<file path="src/rtl/wdfs_pkg.sv">
package wdfs_pkg;
  localparam int DATA_W = 8;
  localparam int ADDR_W = 3;
  localparam int NST    = 3;

  typedef logic [ADDR_W-1:0] addr_t;

  localparam addr_t A_CFG  = 3'd0;
  localparam addr_t A_CTRL = 3'd1;
  localparam addr_t A_ERR  = 3'd2;
  localparam addr_t A_STAT = 3'd3;
  localparam addr_t A_MASK = 3'd4;

  typedef enum logic [1:0] {
    REC_COUNTED = 2'b00,
    REC_SINGLE  = 2'b01,
    REC_SOFT    = 2'b10,
    REC_SOFT_B  = 2'b11
  } rec_e;

  typedef enum logic [1:0] {
    ACT_IRQ  = 2'b00,
    ACT_RST  = 2'b01,
    ACT_BOTH = 2'b10,
    ACT_NONE = 2'b11
  } act_e;

  typedef enum logic [1:0] {
    SRC_WD  = 2'b00,
    SRC_UV  = 2'b01,
    SRC_ANY = 2'b10,
    SRC_OFF = 2'b11
  } src_e;

  typedef struct packed {
    logic spare;
    src_e src;
    act_e act;
    rec_e rec;
    logic limp_en;
  } cfg_t;

  localparam cfg_t CFG_RST = '{spare: 1'b0, src: SRC_WD, act: ACT_IRQ,
                               rec: REC_COUNTED, limp_en: 1'b1};
endpackage

</file>
<file path="src/rtl/wdfs_errcnt.sv">
module wdfs_errcnt #(
  parameter int CNT_W    = 4,
  parameter int CNT_INIT = 4,
  parameter int FAIL_THR = 5
) (
  input  logic             clk,
  input  logic             rst_n,
  input  logic             bad,
  input  logic             ok,
  output logic [CNT_W-1:0] cnt_q,
  output logic             wd_event
);
  localparam logic [CNT_W-1:0] CNT_MAX = '1;
  localparam logic [CNT_W-1:0] INIT_V  = CNT_W'(CNT_INIT);

  logic [CNT_W-1:0] cnt_d;
  logic             cnt_ce;

  assign cnt_ce = bad | ok;

  always_comb begin
    cnt_d = cnt_q;
    if (bad) begin
      if (cnt_q != CNT_MAX) cnt_d = cnt_q + 1'b1;
    end else if (ok) begin
      if (cnt_q != '0) cnt_d = cnt_q - 1'b1;
    end
  end

  assign wd_event = bad && (int'(cnt_d) >= FAIL_THR);

  always_ff @(posedge clk or negedge rst_n) begin
    if (!rst_n)      cnt_q <= INIT_V;
    else if (cnt_ce) cnt_q <= cnt_d;
  end

  // saturation and single steps
  a_r2_sat_hi: assert property (@(posedge clk) disable iff (!rst_n)
    bad && cnt_q == CNT_MAX |=> cnt_q == CNT_MAX);
  a_r2_sat_lo: assert property (@(posedge clk) disable iff (!rst_n)
    ok && !bad && cnt_q == '0 |=> cnt_q == '0);
  a_r2_inc: assert property (@(posedge clk) disable iff (!rst_n)
    bad && cnt_q != CNT_MAX |=> cnt_q == $past(cnt_q) + 1'b1);
  a_r2_dec: assert property (@(posedge clk) disable iff (!rst_n)
    ok && !bad && cnt_q != '0 |=> cnt_q == $past(cnt_q) - 1'b1);
endmodule

</file>
<file path="src/rtl/wdfs_limp.sv">
module wdfs_limp import wdfs_pkg::*; #(
  parameter int GOOD_NEED = 3
) (
  input  logic clk,
  input  logic rst_n,
  input  logic en,
  input  rec_e rec,
  input  logic wd_event,
  input  logic ok,
  input  logic bad,
  input  logic soft_clr,
  output logic limp_q
);
  localparam int GW = $clog2(GOOD_NEED + 1);
  localparam logic [GW-1:0] GOOD_LAST = GW'(GOOD_NEED - 1);

  logic [GW-1:0] good_q, good_d;
  logic          limp_d;

  always_comb begin
    limp_d = limp_q;
    good_d = good_q;
    if (!en) begin
      limp_d = 1'b0;
      good_d = '0;
    end else if (wd_event) begin
      limp_d = 1'b1;
      good_d = '0;
    end else if (limp_q) begin
      if (soft_clr) begin
        limp_d = 1'b0;
        good_d = '0;
      end else if (bad) begin
        good_d = '0;
      end else if (ok) begin
        case (rec)
          REC_COUNTED: begin
            if (good_q == GOOD_LAST) begin
              limp_d = 1'b0;
              good_d = '0;
            end else begin
              good_d = good_q + 1'b1;
            end
          end
          REC_SINGLE: limp_d = 1'b0;
          default:    limp_d = limp_q;
        endcase
      end
    end
  end

  always_ff @(posedge clk or negedge rst_n) begin
    if (!rst_n) begin
      limp_q <= 1'b0;
      good_q <= '0;
    end else begin
      limp_q <= limp_d;
      good_q <= good_d;
    end
  end

  // disabled limp never stays asserted
  a_r7_disabled: assert property (@(posedge clk) disable iff (!rst_n)
    !en |=> !limp_q);
  // event with enable asserts limp
  a_r3_assert: assert property (@(posedge clk) disable iff (!rst_n)
    en && wd_event |=> limp_q);
  // software-only policies hold without the clear bit
  a_r6_soft_hold: assert property (@(posedge clk) disable iff (!rst_n)
    en && limp_q && (rec == REC_SOFT || rec == REC_SOFT_B) && !soft_clr |=> limp_q);
  // single good service releases
  a_r5_single: assert property (@(posedge clk) disable iff (!rst_n)
    en && limp_q && rec == REC_SINGLE && ok && !bad && !wd_event |=> !limp_q);
endmodule

</file>
<file path="src/rtl/wdfs_pulse.sv">
module wdfs_pulse #(
  parameter int PULSE_LEN = 16
) (
  input  logic clk,
  input  logic rst_n,
  input  logic trig,
  output logic active_nx
);
  localparam int PW = $clog2(PULSE_LEN + 1);
  localparam logic [PW-1:0] LOAD_V = PW'(PULSE_LEN);

  logic [PW-1:0] cnt_q, cnt_d;
  logic          cnt_ce;

  assign cnt_ce = trig | (cnt_q != '0);

  always_comb begin
    if (trig)             cnt_d = LOAD_V;
    else if (cnt_q != '0) cnt_d = cnt_q - 1'b1;
    else                  cnt_d = cnt_q;
  end

  assign active_nx = (cnt_d != '0);

  always_ff @(posedge clk or negedge rst_n) begin
    if (!rst_n)      cnt_q <= '0;
    else if (cnt_ce) cnt_q <= cnt_d;
  end

  // a trigger loads the full length, then the count walks down by one
  a_r9_load: assert property (@(posedge clk) disable iff (!rst_n)
    trig |=> cnt_q == LOAD_V);
  a_r9_walk: assert property (@(posedge clk) disable iff (!rst_n)
    !trig && cnt_q != '0 |=> cnt_q == $past(cnt_q) - 1'b1);
endmodule

</file>
<file path="src/rtl/wdfs_regs.sv">
module wdfs_regs import wdfs_pkg::*; #(
  parameter int CNT_W = 4
) (
  input  logic              clk,
  input  logic              rst_n,
  input  logic              we,
  input  addr_t             addr,
  input  logic [DATA_W-1:0] wdata,
  input  logic [NST-1:0]    st_set,
  input  logic [CNT_W-1:0]  err_cnt,
  output cfg_t              cfg_q,
  output logic              soft_clr,
  output logic [DATA_W-1:0] rdata,
  output logic              irq_n_q
);
  logic [NST-1:0] stat_q, stat_d, mask_q, mask_d, w1c;
  logic           wr_cfg, wr_stat, wr_mask, irq_n_d;

  assign wr_cfg   = we && (addr == A_CFG);
  assign wr_stat  = we && (addr == A_STAT);
  assign wr_mask  = we && (addr == A_MASK);
  assign soft_clr = we && (addr == A_CTRL) && wdata[0];

  assign w1c     = wr_stat ? wdata[NST-1:0] : '0;
  assign stat_d  = (stat_q & ~w1c) | st_set;
  assign mask_d  = wr_mask ? wdata[NST-1:0] : mask_q;
  assign irq_n_d = ~|(stat_d & ~mask_d);

  always_ff @(posedge clk or negedge rst_n) begin
    if (!rst_n) begin
      cfg_q   <= CFG_RST;
      stat_q  <= '0;
      mask_q  <= '0;
      irq_n_q <= 1'b1;
    end else begin
      if (wr_cfg) cfg_q <= cfg_t'(wdata);
      stat_q  <= stat_d;
      mask_q  <= mask_d;
      irq_n_q <= irq_n_d;
    end
  end

  always_comb begin
    case (addr)
      A_CFG:   rdata = cfg_q;
      A_ERR:   rdata = {{(DATA_W-CNT_W){1'b0}}, err_cnt};
      A_STAT:  rdata = {{(DATA_W-NST){1'b0}}, stat_q};
      A_MASK:  rdata = {{(DATA_W-NST){1'b0}}, mask_q};
      default: rdata = '0;
    endcase
  end

  // status bits are sticky unless a clear write touches them
  a_r8_sticky: assert property (@(posedge clk) disable iff (!rst_n)
    !wr_stat |=> ((stat_q & $past(stat_q)) == $past(stat_q)));
  // pin reflects unmasked stored status
  a_r8_pin: assert property (@(posedge clk) disable iff (!rst_n)
    irq_n_q == ~|(stat_q & ~mask_q));
  // control register never reads as set
  a_r6_ctrl_zero: assert property (@(posedge clk) disable iff (!rst_n)
    addr == A_CTRL |-> rdata == '0);
endmodule

</file>
<file path="src/rtl/wdfs_ctrl.sv">
module wdfs_ctrl import wdfs_pkg::*; #(
  parameter int CNT_W     = 4,
  parameter int CNT_INIT  = 4,
  parameter int FAIL_THR  = 5,
  parameter int GOOD_NEED = 3,
  parameter int PULSE_LEN = 16
) (
  input  logic        clk,
  input  logic        rst_n,
  input  logic        svc_ok,
  input  logic        svc_bad,
  input  logic        uv_flag,
  input  logic        reg_we,
  input  logic [2:0]  reg_addr,
  input  logic [7:0]  reg_wdata,
  output logic [7:0]  reg_rdata,
  output logic        limp_n,
  output logic        int_n,
  output logic        rst_out_n
);
  logic [CNT_W-1:0] err_cnt;
  logic             wd_event, limp_q, soft_clr, pulse_nx;
  logic             ok_eff, pulse_trig, wd_src, uv_src, rst_d, rst_q;
  logic [NST-1:0]   st_set;
  cfg_t             cfg;

  assign ok_eff     = svc_ok & ~svc_bad;
  assign pulse_trig = wd_event && (cfg.act == ACT_RST || cfg.act == ACT_BOTH);
  assign st_set     = {wd_event && (cfg.act == ACT_IRQ || cfg.act == ACT_BOTH),
                       uv_flag, svc_bad};
  assign wd_src     = (cfg.src == SRC_WD) || (cfg.src == SRC_ANY);
  assign uv_src     = (cfg.src == SRC_UV) || (cfg.src == SRC_ANY);
  assign rst_d      = ~((pulse_nx && wd_src) || (uv_flag && uv_src));

  wdfs_errcnt #(.CNT_W(CNT_W), .CNT_INIT(CNT_INIT), .FAIL_THR(FAIL_THR)) u_err (
    .clk(clk), .rst_n(rst_n), .bad(svc_bad), .ok(svc_ok),
    .cnt_q(err_cnt), .wd_event(wd_event));

  wdfs_limp #(.GOOD_NEED(GOOD_NEED)) u_limp (
    .clk(clk), .rst_n(rst_n), .en(cfg.limp_en), .rec(cfg.rec),
    .wd_event(wd_event), .ok(ok_eff), .bad(svc_bad),
    .soft_clr(soft_clr), .limp_q(limp_q));

  wdfs_pulse #(.PULSE_LEN(PULSE_LEN)) u_pulse (
    .clk(clk), .rst_n(rst_n), .trig(pulse_trig), .active_nx(pulse_nx));

  wdfs_regs #(.CNT_W(CNT_W)) u_regs (
    .clk(clk), .rst_n(rst_n), .we(reg_we), .addr(reg_addr),
    .wdata(reg_wdata), .st_set(st_set), .err_cnt(err_cnt),
    .cfg_q(cfg), .soft_clr(soft_clr), .rdata(reg_rdata), .irq_n_q(int_n));

  always_ff @(posedge clk or negedge rst_n) begin
    if (!rst_n) rst_q <= 1'b1;
    else        rst_q <= rst_d;
  end

  assign limp_n    = ~limp_q;
  assign rst_out_n = rst_q;

  // undervoltage reaches the reset pin when selected
  a_r10_uv: assert property (@(posedge clk) disable iff (!rst_n)
    uv_flag && uv_src |=> !rst_out_n);
  // source off keeps the reset pin high
  a_r10_off: assert property (@(posedge clk) disable iff (!rst_n)
    cfg.src == SRC_OFF |=> rst_out_n);
  // a routed pulse trigger pulls the reset pin low
  a_r9_trig: assert property (@(posedge clk) disable iff (!rst_n)
    pulse_trig && wd_src |=> !rst_out_n);
endmodule

</file>
<file path="config.mk">
export PLATFORM = sky130hd
export DESIGN_NAME = wdfs_ctrl
export DESIGN_NICKNAME = d
export VERILOG_FILES = /design/src/rtl/wdfs_pkg.sv /design/src/rtl/wdfs_errcnt.sv /design/src/rtl/wdfs_limp.sv /design/src/rtl/wdfs_pulse.sv /design/src/rtl/wdfs_regs.sv /design/src/rtl/wdfs_ctrl.sv
export SDC_FILE = /design/constraint.sdc
export NUM_CORES = 1
export LEC_CHECK = 0
export ABC_AREA = 0
export BUFFER_PORTS_ARGS = -buffer_cell sky130_fd_sc_hd__buf_4
export CAP_MARGIN = 25
export CORE_MARGIN = 10
export CORE_UTILIZATION = 35
export CTS_CLUSTER_DIAMETER = 50
export CTS_CLUSTER_SIZE = 28
export DETAILED_ROUTE_END_ITERATION = 8
export SLEW_MARGIN = 30
export SYNTH_ARGS = -nofsm -noshare
export SYNTH_HDL_FRONTEND = slang
export SYNTH_SLANG_ARGS = --single-unit
</file>
<file path="constraint.sdc">
create_clock -name clk -period 4.6 [get_ports clk]
set_input_delay 0 -clock clk [delete_from_list [all_inputs] [get_ports clk]]
set_output_delay 0 -clock clk [all_outputs]
set_load 0.005 [all_outputs]
</file>
==> results_dict.tcl <==
set metrics [dict create \
    yosys_warnings 0 \
    fmax_ghz 0.465 \
    fin_crit_sh_pct 46.8 \
    critical-path-top-delay-family "simple AND/OR/NAND/NOR gates" \
    wire_per_inst_um 14.5 \
    drc 0 \
    drive_gt1_share_pct 23.5 \
    min_period_ps 2150 \
    clkSlewWorstSetupHoldPaths_ps 90 \
    grt_pass1_vias 1494 \
    wirelength_mm 4.11 \
    synth_edf_count 0 \
    die_h_um 90.4 \
    drt-pass1-iter-count 4 \
    area_growth_pct 22.7 \
    io_buffers 27 \
    pwr_density_cell_nw_per_um2 462 \
    clock_sinks 28 \
    antenna_found_initial 0 \
    worstPathCellList "inv_1 > ha_1 > nor3b_2 > or3b_4 > a32oi_4 > a21o_1 > o32ai_1" \
    ctsHtreeMaxLevel 1 \
    drv_cap 0 \
    ir_drop_mv 0.184 \
    synth_fa_ha_area_share_pct 5.05 \
    syn_nets 208 \
    synthCells 184 \
    grt_usage_pct 10.6 \
    finalPower_mw 0.983 \
    die_area_um2 8170 \
    routed_via_density 5.00 \
    clock_latency_ps 270 \
    muxShareOfSynthArea_pct 6.21 \
    rrSetupSlack_ps 2450 \
    rr_startpoint "u_err.cnt_q[0]" \
    num_rows 25 \
    cts_tree "yes" \
    path_class "reg2reg" \
    nFillCells 507 \
    clk_path_buf_depth 2 \
    cts_setup_buffers 0 \
    min_path_cells 2 \
    hp-class "in2reg" \
    crit_buf_inv 1 \
    grt_start_max_net_pins 29 \
    worstReg2RegEnd "u_limp.good_q[1]" \
    syn_avg_cell_area_um2 9.42 \
    setup_viol 0 \
    fp.coreArea_um2 4750 \
    leakage_nw 0.931 \
    synth_xor_area_share_pct 2.02 \
    cp_slowest_cell "dfrtp_1" \
    worstPathArrival_ps 2310 \
    nNetsFinal 242 \
    status "completed" \
    synth_top_family_by_area "simple AND/OR/NAND/NOR gates" \
    seq_area_frac_synth_pct 40.7 \
    slew_viol_final 0 \
    synth-simple-area-share_pct 21.2 \
    ys.flop_type "dfrtp_1" \
    crit_fanout 7 \
    worst_pin_slew_ps 700 \
    numCtsBuffers 3 \
    drtAntennaViolNets 0 \
    drt-initial-drc-count 62 \
    multiInputGateArea_um2 931 \
    required_ps 4760 \
    synth_compound_area_share_pct 19.2 \
    regArea_um2 706 \
    grt-ovfl-total 0 \
    num_vias 1420 \
    grt_pass1_wl_mm 7.25 \
    antenna_cells 0 \
    start_util_pct 36.4 \
    slew_headroom_pct 53.3 \
    pin_count 28 \
    fin_skew_ps 1.72 \
    crit_path_start_kind "flip-flop" \
    post_cts_resized 0 \
    dp_hpwl_mm 3.08 \
    whs_endpoint "u_regs.stat_q[0]" \
    place.gp.congestion 0.791 \
    ys_seq_elements 28 \
    tns_ps 0 \
    async_flop_share_pct 100 \
    syn_area_um2 1730 \
    hold_viol 0 \
    crit_path_end_kind "flip-flop" \
    cts_root_buf "clkbuf_8" \
    rsz0062_at_grt "no" \
    hold_buffers 10 \
    min_from "svc_bad" \
    ff2ff_path_depth 7 \
    synth_cell_types 53 \
    slowest_delay_ps 500 \
    dieWidth_um 90.4 \
]
-- placed cells by master (no fill, tap or decap), types with 2 or more instances in the layout --
| cell | synthesis | routed |
|---|---|---|
| o32ai_1 | 2 | 2 |
| dfrtp_1 | 24 | 24 |
| inv_1 | 13 | 13 |
| dlygate4sd3_1 | 0 | 10 |
| nand2_1 | 24 | 24 |
| nand3b_1 | 4 | 4 |
| o21ai_0 | 11 | 11 |
| xor2_1 | 2 | 2 |
| xnor2_1 | 2 | 2 |
| and2_1 | 5 | 5 |
| a22oi_1 | 2 | 2 |
| ha_1 | 7 | 7 |
| nor2b_1 | 3 | 3 |
| clkbuf_8 | 0 | 4 |
| o21bai_1 | 2 | 2 |
| buf_4 | 1 | 27 |
| a41oi_1 | 2 | 2 |
| dfstp_2 | 4 | 4 |
| nor3_1 | 4 | 4 |
| a21oi_1 | 9 | 9 |
| mux2_2 | 6 | 6 |
| nand3_1 | 3 | 3 |
| mux2i_1 | 4 | 4 |
| nor2_1 | 12 | 12 |
| nor3b_1 | 2 | 2 |
| or2_2 | 2 | 2 |
| a31oi_1 | 2 | 2 |
-- sequential cells by signal (all words and copies together) (netlist names) --
register / count
rst_out_n: 1
u_err.cnt_q: 4
u_limp.good_q: 2
u_limp.limp_q: 1
u_pulse.cnt_q: 5
u_regs.cfg_q: 8
u_regs.irq_n_q: 1
u_regs.mask_q: 3
u_regs.stat_q: 3
-- power breakdown --
group	total, mW	switching [mW]	internal (mW)	leakage [nW]
clock	0.153	0.0761	0.0767	0.0288
combinational	0.423	0.217	0.205	0.576
sequential	0.407	0.0794	0.328	0.326
total	0.983	0.373	0.610	0.931
-- per-stage QoR --
step | cells | util, % | area (um^2) | setup slack (ps) | hold WS (ps)
2_1_floorplan | 184 | - | 1730 | 2640 | -296
3_3_place_gp | 270 | 41.5 | 1970 | 2510 | -60.9
3_5_place_dp | 270 | 41.5 | 1970 | 2460 | -60.5
4_1_cts | 284 | 44.7 | 2130 | 2460 | 42.2
5_1_grt | 284 | 44.7 | 2130 | 2330 | 64.5
6_report | 284 | 44.7 | 2130 | 2450 | 51.1
-- layout make-up --
cell class                 instances  area share [%]
multi-input combinational        135            43.8
sequential                        28            33.2
timing repair buffer              37            14.2
tap                               67            3.94
clock buffer                       4            2.59
inverter                          13            2.29
-- logic make-up (layout without fill, tap and decap cells) --
kind of cell / count (synthesis) / in the layout
and+or+nand+nor: 69 / 69
AOI/OAI and AO/OA: 45 / 45
DFF: 28 / 28
buffers and inverters: 21 / 54
muxes: 10 / 10
adders and majority gates: 7 / 7
xor gates and xnor gates: 4 / 4
-- worst max path at each step --
stage | startpoint | end | cells after the start
after global placement | u_err.cnt_q[0] | u_pulse.cnt_q[1] | 7
after detailed placement | u_err.cnt_q[0] | u_limp.good_q[1] | 7
after CTS | u_err.cnt_q[0] | u_limp.good_q[1] | 7
final | u_err.cnt_q[0] | u_limp.good_q[1] | 7
after floorplan | u_err.cnt_q[0] | u_pulse.cnt_q[1] | 7
after global routing | u_err.cnt_q[0] | u_limp.good_q[0] | 7
-- layer usage --
| layer | GRT usage (%) | share of wire [%] | up-vias |
|---|---|---|---|
| li1 | - | - | 717 |
| met1 | 13.3 | 47 | 670 |
| met2 | 16.8 | 47 | 23 |
| met3 | 1.50 | 2.4 | 10 |
| met4 | 6.10 | 3.1 | 0 |
| met5 | 0 | 0 | - |
-- cells in the mapped netlist (3+ instances only) --
library cell / number / area [um^2]
ha_1: 7 / 87.6
buf_2: 5 / 25.0
o21ai_0: 11 / 55.1
nor3_1: 4 / 20.0
nand3_1: 3 / 15.0
a21oi_1: 9 / 45.0
nand3b_1: 4 / 30.0
dfrtp_1: 24 / 601
mux2i_1: 4 / 40.0
nand2_1: 24 / 90.1
nor2b_1: 3 / 18.8
dfstp_2: 4 / 105
and2_1: 5 / 31.3
inv_1: 13 / 48.8
nor2_1: 12 / 45.0
mux2_2: 6 / 67.6
(Power assumes the default switching activity.)
